## src/rtl/cmdwalk_pkg.sv

```systemverilog
package cmdwalk_pkg;
  typedef enum logic [3:0] {
    S_IDLE, S_LUT, S_W0, S_W1, S_W2, S_D0, S_D1, S_XFER, S_WB
  } walk_state_e;

  localparam int CTL_ENG_RST = 5;
  localparam int CTL_RUN     = 7;

  localparam int CB_VALID = 0;
  localparam int CB_IEN   = 3;

  localparam logic [7:0] RESP_DONE    = 8'h01;
  localparam logic [7:0] RESP_IGNORED = 8'h04;
  localparam logic [7:0] RESP_UNDER   = 8'h20;
  localparam logic [7:0] RESP_OVER    = 8'h40;
  localparam logic [7:0] RESP_BLKERR  = 8'h80;

  localparam logic [7:0] STAT_BLKERR = 8'h02;
  localparam logic [7:0] STAT_DONE   = 8'h80;
endpackage

```

## src/rtl/cmdwalk_rst_sync.sv

```systemverilog
module cmdwalk_rst_sync #(
  parameter int STAGES = 2
) (
  input  logic clk,
  input  logic rst_n,
  output logic rst_n_sync
);
  logic [STAGES-1:0] sh_q;

  generate
    if (STAGES == 1) begin : g_one
      always_ff @(posedge clk or negedge rst_n) begin
        if (!rst_n) sh_q <= '0;
        else        sh_q <= 1'b1;
      end
    end else begin : g_many
      always_ff @(posedge clk or negedge rst_n) begin
        if (!rst_n) sh_q <= '0;
        else        sh_q <= {sh_q[STAGES-2:0], 1'b1};
      end
    end
  endgenerate

  assign rst_n_sync = sh_q[STAGES-1];
endmodule

```

## src/rtl/cmdwalk_region_chk.sv

```systemverilog
module cmdwalk_region_chk #(
  parameter int LEN_W   = 16,
  parameter int MAX_LEN = 65024
) (
  input  logic [31:0]      desc_w1,
  output logic [LEN_W-1:0] len,
  output logic             is_last,
  output logic             is_write,
  output logic             too_long
);
  logic [7:0] flags;
  assign flags    = desc_w1[31:24];
  assign len      = desc_w1[LEN_W-1:0];
  assign is_last  = flags[7];
  assign is_write = flags[5];
  assign too_long = ({1'b0, len} > (LEN_W+1)'(MAX_LEN));
endmodule

```

## src/rtl/cmdwalk_tally.sv

```systemverilog
module cmdwalk_tally #(
  parameter int SUM_W = 32,
  parameter int LEN_W = 16
) (
  input  logic             clk,
  input  logic             rst_n,
  input  logic             clr,
  input  logic             add,
  input  logic [LEN_W-1:0] len,
  input  logic [SUM_W-1:0] declared,
  output logic [SUM_W-1:0] sum,
  output logic             sum_over,
  output logic             sum_under
);
  logic [SUM_W-1:0] sum_q, sum_d, sum_next;

  assign sum_next  = sum_q + SUM_W'(len);
  assign sum_over  = sum_next > declared;
  assign sum_under = sum_next < declared;

  always_comb begin
    sum_d = sum_q;
    if (clr)      sum_d = '0;
    else if (add) sum_d = sum_next;
  end

  always_ff @(posedge clk or negedge rst_n) begin
    if (!rst_n) sum_q <= '0;
    else        sum_q <= sum_d;
  end

  assign sum = sum_q;
endmodule

```

## src/rtl/cmdwalk_top.sv

```systemverilog
module cmdwalk_top
  import cmdwalk_pkg::*;
#(
  parameter int AW      = 32,
  parameter int SLOT_W  = 5,
  parameter int LEN_W   = 16,
  parameter int MAX_LEN = 65024,
  parameter int SYNC_N  = 2
) (
  input  logic              clk,
  input  logic              rst_n,
  input  logic              ctl_wr,
  input  logic [15:0]       ctl_wdata,
  input  logic              post_valid,
  input  logic [SLOT_W-1:0] post_slot,
  input  logic [AW-1:0]     table_base,
  output logic              mem_req,
  output logic              mem_we,
  output logic [AW-1:0]     mem_addr,
  output logic [31:0]       mem_wdata,
  input  logic              mem_ready,
  input  logic [31:0]       mem_rdata,
  output logic              xfer_valid,
  output logic [AW-1:0]     xfer_addr,
  output logic [LEN_W-1:0]  xfer_len,
  output logic              xfer_write,
  input  logic              xfer_ready,
  output logic [31:0]       byte_total,
  output logic [7:0]        status,
  output logic              irq_pulse
);
  localparam int DESC_BYTES = 8;

  logic rst_s_n;
  cmdwalk_rst_sync #(.STAGES(SYNC_N)) u_rst (.clk(clk), .rst_n(rst_n), .rst_n_sync(rst_s_n));

  walk_state_e      state_q, state_d;
  logic [SLOT_W-1:0] slot_q, slot_d;
  logic [AW-1:0]    ptr_q, ptr_d, dptr_q, dptr_d, dadr_q, dadr_d;
  logic [31:0]      dw1_q, dw1_d, total_q, total_d;
  logic [31:8]      w0_q, w0_d;
  logic [7:0]       resp_q, resp_d, stat_q, stat_d;
  logic             run_q, run_d, irq_q, irq_d;
  logic             eng_rst, start, fin, t_clr, t_add;

  logic [LEN_W-1:0] r_len;
  logic             r_last, r_wr, r_long, s_over, s_under;

  cmdwalk_region_chk #(.LEN_W(LEN_W), .MAX_LEN(MAX_LEN)) u_chk_rgn (
    .desc_w1(dw1_q), .len(r_len), .is_last(r_last), .is_write(r_wr), .too_long(r_long));

  cmdwalk_tally #(.SUM_W(32), .LEN_W(LEN_W)) u_tally (
    .clk(clk), .rst_n(rst_s_n), .clr(t_clr), .add(t_add), .len(r_len),
    .declared(total_q), .sum(byte_total), .sum_over(s_over), .sum_under(s_under));

  assign eng_rst = ctl_wr & ctl_wdata[CTL_ENG_RST];
  assign start   = run_q & post_valid & (state_q == S_IDLE);

  always_comb begin
    state_d = state_q; slot_d = slot_q; ptr_d = ptr_q; dptr_d = dptr_q;
    dadr_d = dadr_q; dw1_d = dw1_q; total_d = total_q; w0_d = w0_q;
    resp_d = resp_q; fin = 1'b0; t_clr = 1'b0; t_add = 1'b0;
    unique case (state_q)
      S_IDLE: if (start) begin
        slot_d = post_slot; t_clr = 1'b1; state_d = S_LUT;
      end
      S_LUT: if (mem_ready) begin ptr_d = mem_rdata[AW-1:0]; state_d = S_W0; end
      S_W0: if (mem_ready) begin
        w0_d = mem_rdata[31:8];
        if (!mem_rdata[24+CB_VALID]) begin
          resp_d = RESP_IGNORED | RESP_BLKERR; state_d = S_WB;
        end else state_d = S_W1;
      end
      S_W1: if (mem_ready) begin total_d = mem_rdata; state_d = S_W2; end
      S_W2: if (mem_ready) begin dptr_d = mem_rdata[AW-1:0]; state_d = S_D0; end
      S_D0: if (mem_ready) begin dadr_d = mem_rdata[AW-1:0]; state_d = S_D1; end
      S_D1: if (mem_ready) begin dw1_d = mem_rdata; state_d = S_XFER; end
      S_XFER: begin
        if (r_long) begin
          resp_d = RESP_BLKERR; state_d = S_WB;
        end else if (xfer_ready) begin
          t_add = 1'b1;
          if (r_last) begin
            if (s_over)       resp_d = RESP_OVER | RESP_BLKERR;
            else if (s_under) resp_d = RESP_UNDER | RESP_BLKERR;
            else              resp_d = RESP_DONE;
            state_d = S_WB;
          end else begin
            dptr_d = dptr_q + AW'(DESC_BYTES); state_d = S_D0;
          end
        end
      end
      S_WB: if (mem_ready) begin fin = 1'b1; state_d = S_IDLE; end
      default: state_d = S_IDLE;
    endcase
    if (eng_rst) begin state_d = S_IDLE; fin = 1'b0; end
  end

  always_comb begin
    run_d = run_q;
    if (ctl_wr) run_d = ctl_wdata[CTL_RUN] & ~ctl_wdata[CTL_ENG_RST];
    stat_d = stat_q;
    if (eng_rst || start) stat_d = '0;
    else if (fin)         stat_d = resp_q[7] ? STAT_BLKERR : STAT_DONE;
    irq_d = fin & w0_q[24+CB_IEN];
  end

  always_ff @(posedge clk or negedge rst_s_n) begin
    if (!rst_s_n) begin
      state_q <= S_IDLE; slot_q <= '0; ptr_q <= '0; dptr_q <= '0; dadr_q <= '0;
      dw1_q <= '0; total_q <= '0; w0_q <= '0; resp_q <= '0; stat_q <= '0;
      run_q <= 1'b0; irq_q <= 1'b0;
    end else begin
      state_q <= state_d; slot_q <= slot_d; ptr_q <= ptr_d; dptr_q <= dptr_d;
      dadr_q <= dadr_d; dw1_q <= dw1_d; total_q <= total_d; w0_q <= w0_d;
      resp_q <= resp_d; stat_q <= stat_d; run_q <= run_d; irq_q <= irq_d;
    end
  end

  always_comb begin
    mem_req = 1'b1; mem_we = 1'b0; mem_wdata = {w0_q, resp_q};
    unique case (state_q)
      S_LUT:   mem_addr = table_base + AW'({slot_q, 2'b00});
      S_W0:    mem_addr = ptr_q;
      S_W1:    mem_addr = ptr_q + AW'(4);
      S_W2:    mem_addr = ptr_q + AW'(8);
      S_D0:    mem_addr = dptr_q;
      S_D1:    mem_addr = dptr_q + AW'(4);
      S_WB:    begin mem_addr = ptr_q; mem_we = 1'b1; end
      default: begin mem_addr = '0; mem_req = 1'b0; end
    endcase
  end

  assign xfer_valid = (state_q == S_XFER) & ~r_long;
  assign xfer_addr  = dadr_q;
  assign xfer_len   = r_len;
  assign xfer_write = r_wr;
  assign status     = stat_q;
  assign irq_pulse  = irq_q;

  logic unused_bits;
  assign unused_bits = ^{ctl_wdata[15:8], ctl_wdata[6], ctl_wdata[4:0]};
endmodule

```

## config.mk

```make
export PLATFORM = sky130hd
export DESIGN_NAME = cmdwalk_top
export DESIGN_NICKNAME = d
export VERILOG_FILES = /design/src/rtl/cmdwalk_pkg.sv /design/src/rtl/cmdwalk_rst_sync.sv /design/src/rtl/cmdwalk_region_chk.sv /design/src/rtl/cmdwalk_tally.sv /design/src/rtl/cmdwalk_top.sv
export SDC_FILE = /design/constraint.sdc
export NUM_CORES = 1
export LEC_CHECK = 0
export BUFFER_PORTS_ARGS = -buffer_cell sky130_fd_sc_hd__buf_2
export CAP_MARGIN = 5
export CORE_MARGIN = 10
export CORE_UTILIZATION = 59
export CTS_BUF_LIST = sky130_fd_sc_hd__clkbuf_8
export DETAILED_ROUTE_END_ITERATION = 6
export GPL_TIMING_DRIVEN = 0
export PLACE_DENSITY = 0.83
export SETUP_SLACK_MARGIN = 0.5
export SLEW_MARGIN = 20
export SYNTH_ARGS = -nofsm -noshare
export SYNTH_HDL_FRONTEND = slang
export SYNTH_SLANG_ARGS = --single-unit
```

## constraint.sdc

```tcl
create_clock -name clk -period 8.09 [get_ports clk]
set_input_delay 0.4045 -clock clk [delete_from_list [all_inputs] [get_ports clk]]
set_output_delay 0.4045 -clock clk [all_outputs]
set_load 0.02 [all_outputs]
```

==> flow_summary_export.csv, run 1 <==
group,metric,value,unit
placement,dp_cells,2200,
final_layout,layout-drive-gt1-share,25.7,%
clock_tree,root_buffer,"clkbuf_8",
pwr,internal_power,3.07,mW
floorplan,die_h,178,um
final_layout,syn_to_final_growth,16.3,%
route,drc,1,
synthesis,async_reset_ff_share,100,%
sta,finalHoldViolCount,0,
route,ant_nets,0,
global_route,grt_pass1_vias,14100,
run,cap_violations,0,
sta,fin_skew,0.0522,ns
pwr,p_sw_share,45.3,%
sta,fin_crit,5.30,ns
clock_tree,clk_pin_slew,0.06,ns
placement,pre_cts_ws,2.98,ns
pwr,pwr-share-comb,48.5,%
placement,globalplace.congestion,0.998,
synthesis,synth_edf_count,0,
worst_setup_path,crit_fanout,10,
floorplan,dieArea,31900,um^2
sta,max_slew_margin,23.7,%
sta,rsz0062_at_grt,"false",
pwr,p_leak,8.26,nW
worst_setup_path,required,8.55,ns
synthesis,netlist_area,14800,um^2
route,dr.pass1.iters,7,
global_route,grt_max_degree,60,
sta,fin_setup_tns,0,ns
worst_setup_path,end_kind,"flop",
clock_tree,clock_sinks,222,
synthesis,seq_area_frac_synth,37.5,%
worst_setup_path,crit_type,"flop to flop",
floorplan,core_area,24500,um^2
sta,clock.fmax,0.189,GHz
route,drt_iter0_drc,1585,
clock_tree,cts_buffers,38,
pwr,seq_power_share,34.0,%
pwr,power.share.clock,17.5,%
global_route,grt_antenna_before_repair,0,
synthesis,synth-seq-cells,222,
route,num_vias,14400,
sta,fin_ws,2.79,ns
pwr,power,5.61,mW
floorplan,fp-row-count,57,
clock_tree,worstSkewPairLatency,0.56,ns
final_layout,n_antenna_cell,0,
clock_tree,htree_levels,2,
global_route,track_usage,31.2,%
floorplan,initial_core_util,60.4,%
sta,slew_violations,0,
route,postRouteWirelength,51.4,mm
floorplan,io_pins,248,
worst_setup_path,worst_setup_path_start_kind,"flop",
clock_tree,cts_tree,"built",
sta,setup_violations,0,
synthesis,ys_warn_count,0,
placement,dp_hpwl,40.0,mm
pwr,p_switching,2.54,mW
route,wl_per_cell,22.7,um
worst_setup_path,rrSetupSlack,2.79,ns
synthesis,synth_area_per_cell,9.03,um^2
synthesis,synth_ff_type,"dfrtp_1",
route,via_per_inst,6.36,
floorplan,die-width,178,um
sta,worst_slew_pin_slew,1.13,ns
worst_hold_path,hold_class,"primary input to flop",
final_layout,stdcell_count,2268,
sta,final.period_utilization,65.5,%
run_status,failed_checks,"DRC",
synthesis,ys_types,80,
final_layout,fin_nets,2066,
worst_setup_path,arrival,5.76,ns
global_route,grt-ovfl-total,0,
synthesis,netlist_instances,1640,
clock_tree,clk_path_buf_depth,3,
global_route,grt_pass1_wl,78.7,mm
final_layout,final_core_util,70.2,%
pwr,powerDensity,326,nW/um^2
run_status,outcome,"finished, violations left",
pwr,vdd_drop_max,0.217,mV
placement,io_buffers,223,
==> critical path, stage by stage, from the launching register on <==
cell and delay [ns]:
dfrtp_1 0.41, ha_1 0.26, fa_1 0.44, a211oi_1 0.32
o21ai_0 0.22, nand4_1 0.17, nand2_1 0.12, a31o_2 0.30
clkbuf_1 0.26, nand3_1 0.17, xnor2_1 0.10, ha_1 0.31
nand4_1 0.13, or2_2 0.34, nor4_1 0.68, o41a_1 0.34
nor4_1 0.13, nor3_1 0.33, a22o_1 0.19
==> worst paths after layout <==
check	from	to	cells after the start
min	post_slot[3]	slot_q[3]	3
max reg2reg	dw1_q[0]	resp_q[0]	18
min in group asynchronous	rst_n	u_rst.sh_q[1]	2
min reg2reg	u_rst.sh_q[1]	u_tally.sum[17]	0
max in group asynchronous	u_rst.sh_q[1]	ptr_q[18]	3
max	dw1_q[0]	resp_q[0]	18
==> synthesized netlist by cell type, types with 9 or more instances <==
cell type,count,share of area (%)
nand4_1,38,1.6
buf_2,33,1.1
o22ai_1,17,0.72
dfrtp_1,222,37
mux2i_1,21,1.4
a21oi_1,115,3.9
a211oi_1,15,0.76
ha_1,56,4.7
a21o_1,24,1.2
o31ai_1,11,0.56
buf_4,11,0.56
and3_1,27,1.1
nand3_1,81,2.7
nor2b_1,9,0.38
o21ai_0,83,2.8
nor2_1,101,2.6
o21ai_1,9,0.30
inv_1,51,1.3
nand2_1,184,4.7
nand2b_1,10,0.42
xor2_1,44,2.6
o211ai_1,22,1.1
nor3_1,37,1.2
buf_1,14,0.35
xnor2_1,44,2.6
a31oi_1,13,0.55
and2_1,15,0.63
mux2_2,141,11
clkbuf_1,45,1.1
==> metrics by stage <==
step / hold WS (ns) / instance area [um^2]
after floorplan: 0.109 / 14800
after global placement: 0.190 / 16400
after detailed placement: 0.191 / 16500
after CTS: 0.0734 / 17200
after global routing: 0.0720 / 17200
final: 0.0855 / 17200
==> cells in the final DEF (no fill, tap or decap), types with 13 or more instances in the layout <==
cell      instances
buf_2           256
dfrtp_1         221
nand2_1         184
mux2_2          141
a21oi_1         115
nor2_1          101
o21ai_0          83
nand3_1          81
inv_1            63
ha_1             56
clkbuf_1         45
clkbuf_8         45
xnor2_1          44
xor2_1           44
nand4_1          38
nor3_1           36
and3_1           27
a21o_1           24
o211ai_1         22
mux2i_1          21
o22ai_1          17
a211oi_1         15
and2_1           15
buf_1            14
a31oi_1          13
==> repair_timing <==
| item | CTS | global route |
|---|---|---|
| setup buffers | 0 | 0 |
| setup endpoints to repair | 0 | 0 |
| endpoints found under the hold margin | 2 | 0 |
| resized for setup | 0 | 0 |
| hold buffers | 1 | 0 |
==> sequential cells by signal, indices dropped and copies added, names as in the netlist <==
| name | count |
|---|---|
| dptr_q | 32 |
| dw1_q | 18 |
| irq_pulse | 1 |
| ptr_q | 32 |
| resp_q | 5 |
| run_q | 1 |
| slot_q | 5 |
| state_q | 4 |
| status | 2 |
| total_q | 32 |
| u_rst.sh_q | 2 |
| u_tally.sum | 32 |
| w0_q | 24 |
| xfer_addr | 32 |
==> power groups by stage <==
stage | Combinational [mW] | Sequential (mW) | Clock, mW
floorplan | 1.64 | 1.99 | 0
global placement | 2.58 | 1.90 | 0
detailed placement | 2.68 | 1.90 | 0
CTS | 2.69 | 1.89 | 0.989
global route | 2.93 | 1.95 | 1.05
finish | 2.72 | 1.91 | 0.982
==> layer usage <==
| metal | share of wire [%] | track usage, % |
|---|---|---|
| met1 | 40 | 40.4 |
| met2 | 47 | 51.5 |
| met3 | 9.8 | 5.10 |
| met4 | 3.9 | 12.1 |
| met5 | 0 | 0 |
==> cell families after synthesis <==
family / Yosys count / synth area share, %
adders and majority gates: 58 / 5.00
AOI/OAI and AO/OA: 391 / 16.7
DFF: 222 / 37.5
other: 2 / 0.0507
muxes: 162 / 12.1
and+or+nand+nor: 557 / 18.7
buffers and inverters: 160 / 4.75
xor gates and xnor gates: 88 / 5.20
==> area by class of cell <==
class | instances | area (um^2)
Inverter | 51 | 191
Timing Repair Buffer | 229 | 1230
Sequential cell | 222 | 5560
Clock inverter | 22 | 115
Buffer | 109 | 512
Tap cell | 324 | 405
Fill cell | 1944 | 7310
Clock buffer | 45 | 619
Multi-Input combinational cell | 1266 | 8590
(Power assumes the default switching activity.)
==> inputs of run 2 (changes only) <==
Clock period 8.09 ns to 5.15 ns, I/O delays scaled along.
==> run 2 against run 1 <==
  * The run now ends clean
  * Total power up 58%
  * Critical path depth down 4
  * Sequential share of layout area down 0.29 points
  * Hold slack worse by 0.051 ns
  * Cell area up 0.90%
  * Final cell count up 0.26%
  * Wire length up 0.18%
  * Die area unchanged
  * Critical endpoint is now mem_addr[26]
==> flow_summary_export.csv, run 2 (synthesis gave the netlist of run 1 again) <==
group,metric,value,unit
run_status,outcome,"complete, no violations",
final_layout,final_core_util,70.9,%
worst_setup_path,worst-path-buf-inv,5,
worst_setup_path,reg2reg_to,"resp_q[6]",
sta,setup_violations,0,
worst_setup_path,worst_setup_path_start_kind,"flop",
global_route,track_usage,31.5,%
route,drc,0,
clock_tree,clock_sinks,222,
final_layout,layout_commonest_cell,"buf_2",
placement,dpl_cell_area,16500,um^2
global_route,grt-ovfl-total,0,
floorplan,core_area,24500,um^2
worst_setup_path,arrival,4.25,ns
floorplan,initial_core_util,60.4,%
worst_setup_path,reg2reg_from,"dw1_q[0]",
floorplan,io_pins,248,
clock_tree,htree_levels,2,
pwr,vdd_drop_max,0.310,mV
sta,rsz0062_at_grt,"true",
final_layout,n_antenna_cell,0,
worst_setup_path,cpLargestDelayFamily,"simple AND/OR/NAND/NOR gates",
worst_setup_path,end_kind,"primary output",
final_layout,layout_common_cells,"buf_2 (257), dfrtp_1 (221), nand2_1 (184)",
route,wl_per_cell,22.6,um
pwr,p_leak,8.33,nW
sta,finalHoldViolCount,0,
sta,max_slew_margin,26.0,%
route,via_per_inst,6.39,
floorplan,die_h,178,um
placement,dp_hpwl,39.6,mm
clock_tree,worstSkewPairLatency,0.55,ns
final_layout,finalInstanceArea,17400,um^2
clock_tree,cts_tree,"built",
route,drt_iter0_drc,1786,
final_layout,layout-drive-gt1-share,26.1,%
worst_setup_path,rrSetupSlack,0.70,ns
route,postRouteWirelength,51.5,mm
worst_setup_path,crit_fanout,10,
clock_tree,cts_buffers,39,
pwr,powerDensity,510,nW/um^2
route,ant_nets,0,
sta,worst_slew_pin_slew,1.11,ns
sta,hold_ws,0.0344,ns
floorplan,dieArea,31900,um^2
worst_setup_path,required,4.89,ns
sta,slew_violations,0,
final_layout,fin_nets,2075,
global_route,grt_pass1_vias,14300,
worst_setup_path,crit_type,"flop to primary output",
worst_setup_path,crit_path_cell_trace,"buf_4 > and4bb_4 > buf_6 > buf_4 > buf_2 > nand2_1 > nand2_1 > ha_1 > o21ai_1 > nor3_2 > o21ai_1 > xnor2_1 > a211o_1 > buf_2",
placement,io_buffers,223,
worst_hold_path,hold_class,"primary input to async pin",
sta,fin_skew,0.0307,ns
worst_setup_path,slowest_stage,"nor3_2",
final_layout,syn_to_final_growth,17.3,%
sta,final.period_utilization,87.5,%
clock_tree,clk_pin_slew,0.06,ns
clock_tree,root_buffer,"clkbuf_8",
global_route,grt_pass1_wl,79.8,mm
sta,clock.fmax,0.222,GHz
floorplan,fp-row-count,57,
sta,fin_crit,4.51,ns
floorplan,die-width,178,um
worst_setup_path,r2r_cells,18,
clock_tree,clk_path_buf_depth,3,
route,num_vias,14500,
route,dr.pass1.iters,6,
global_route,grt_max_degree,58,
worst_setup_path,slowest_delay,0.57,ns
run,cap_violations,0,
global_route,grt_antenna_before_repair,0,
placement,globalplace.congestion,1.00,
==> run 2: power breakdown <==
part	internal, mW	switching, mW
sequential	2.40	0.608
clock	0.865	0.736
combinational	1.63	2.64
==> run 2: routing by layer <==
metal	vias to the layer above	GRT usage, %	routed length (um)
li1	6527	-	-
met1	6996	40.4	20600
met2	856	50.4	23700
met3	158	6.49	4930
met4	0	14.4	2240
met5	-	0	0
==> run 2: layout make-up <==
type,instances,area [um^2]
inverters,51,191
repair buffers,237,1320
fillers,1946,7150
flip-flops and latches,222,5560
clock inverters,22,153
multi-input cells,1266,8650
clock buffers,43,592
plain buffers,109,515
well taps,324,405
==> run 2: metrics by stage <==
| stage | power, mW | setup WS, ns | setup TNS [ns] | cells |
|---|---|---|---|---|
| 6_report | 8.87 | 0.642 | 0 | 2274 |
| 5_1_grt | 9.35 | 0.464 | 0 | 2274 |
| 4_1_cts | 8.79 | 0.540 | 0 | 2273 |
| 3_5_place_dp | 7.17 | -0.0229 | -0.0615 | 2200 |
| 3_3_place_gp | 7.01 | 0.0745 | 0 | 2195 |
| 2_1_floorplan | 5.70 | 1.14 | 0 | 1648 |
==> run 2: what timing repair did <==
action | CTS | global route
setup buffers | 0 | 1
pin swaps | 0 | 2
gates resized for setup | 6 | 9
endpoints found under the hold margin | 8 | 0
setup endpoints to repair | 5 | 6
hold buffers | 8 | 0
==> run 2: worst max-delay path by stage <==
stage | to | from | cells after the start | slack [ns]
6_report | mem_addr[26] | state_q[0] | 14 | 0.64
5_1_grt | resp_q[6] | dw1_q[0] | 18 | 0.46
4_1_cts | resp_q[6] | dw1_q[0] | 18 | 0.54
3_5_place_dp | resp_q[0] | dw1_q[0] | 18 | -0.02
3_3_place_gp | resp_q[6] | dw1_q[0] | 18 | 0.07
2_1_floorplan | resp_q[7] | dw1_q[0] | 18 | 1.14
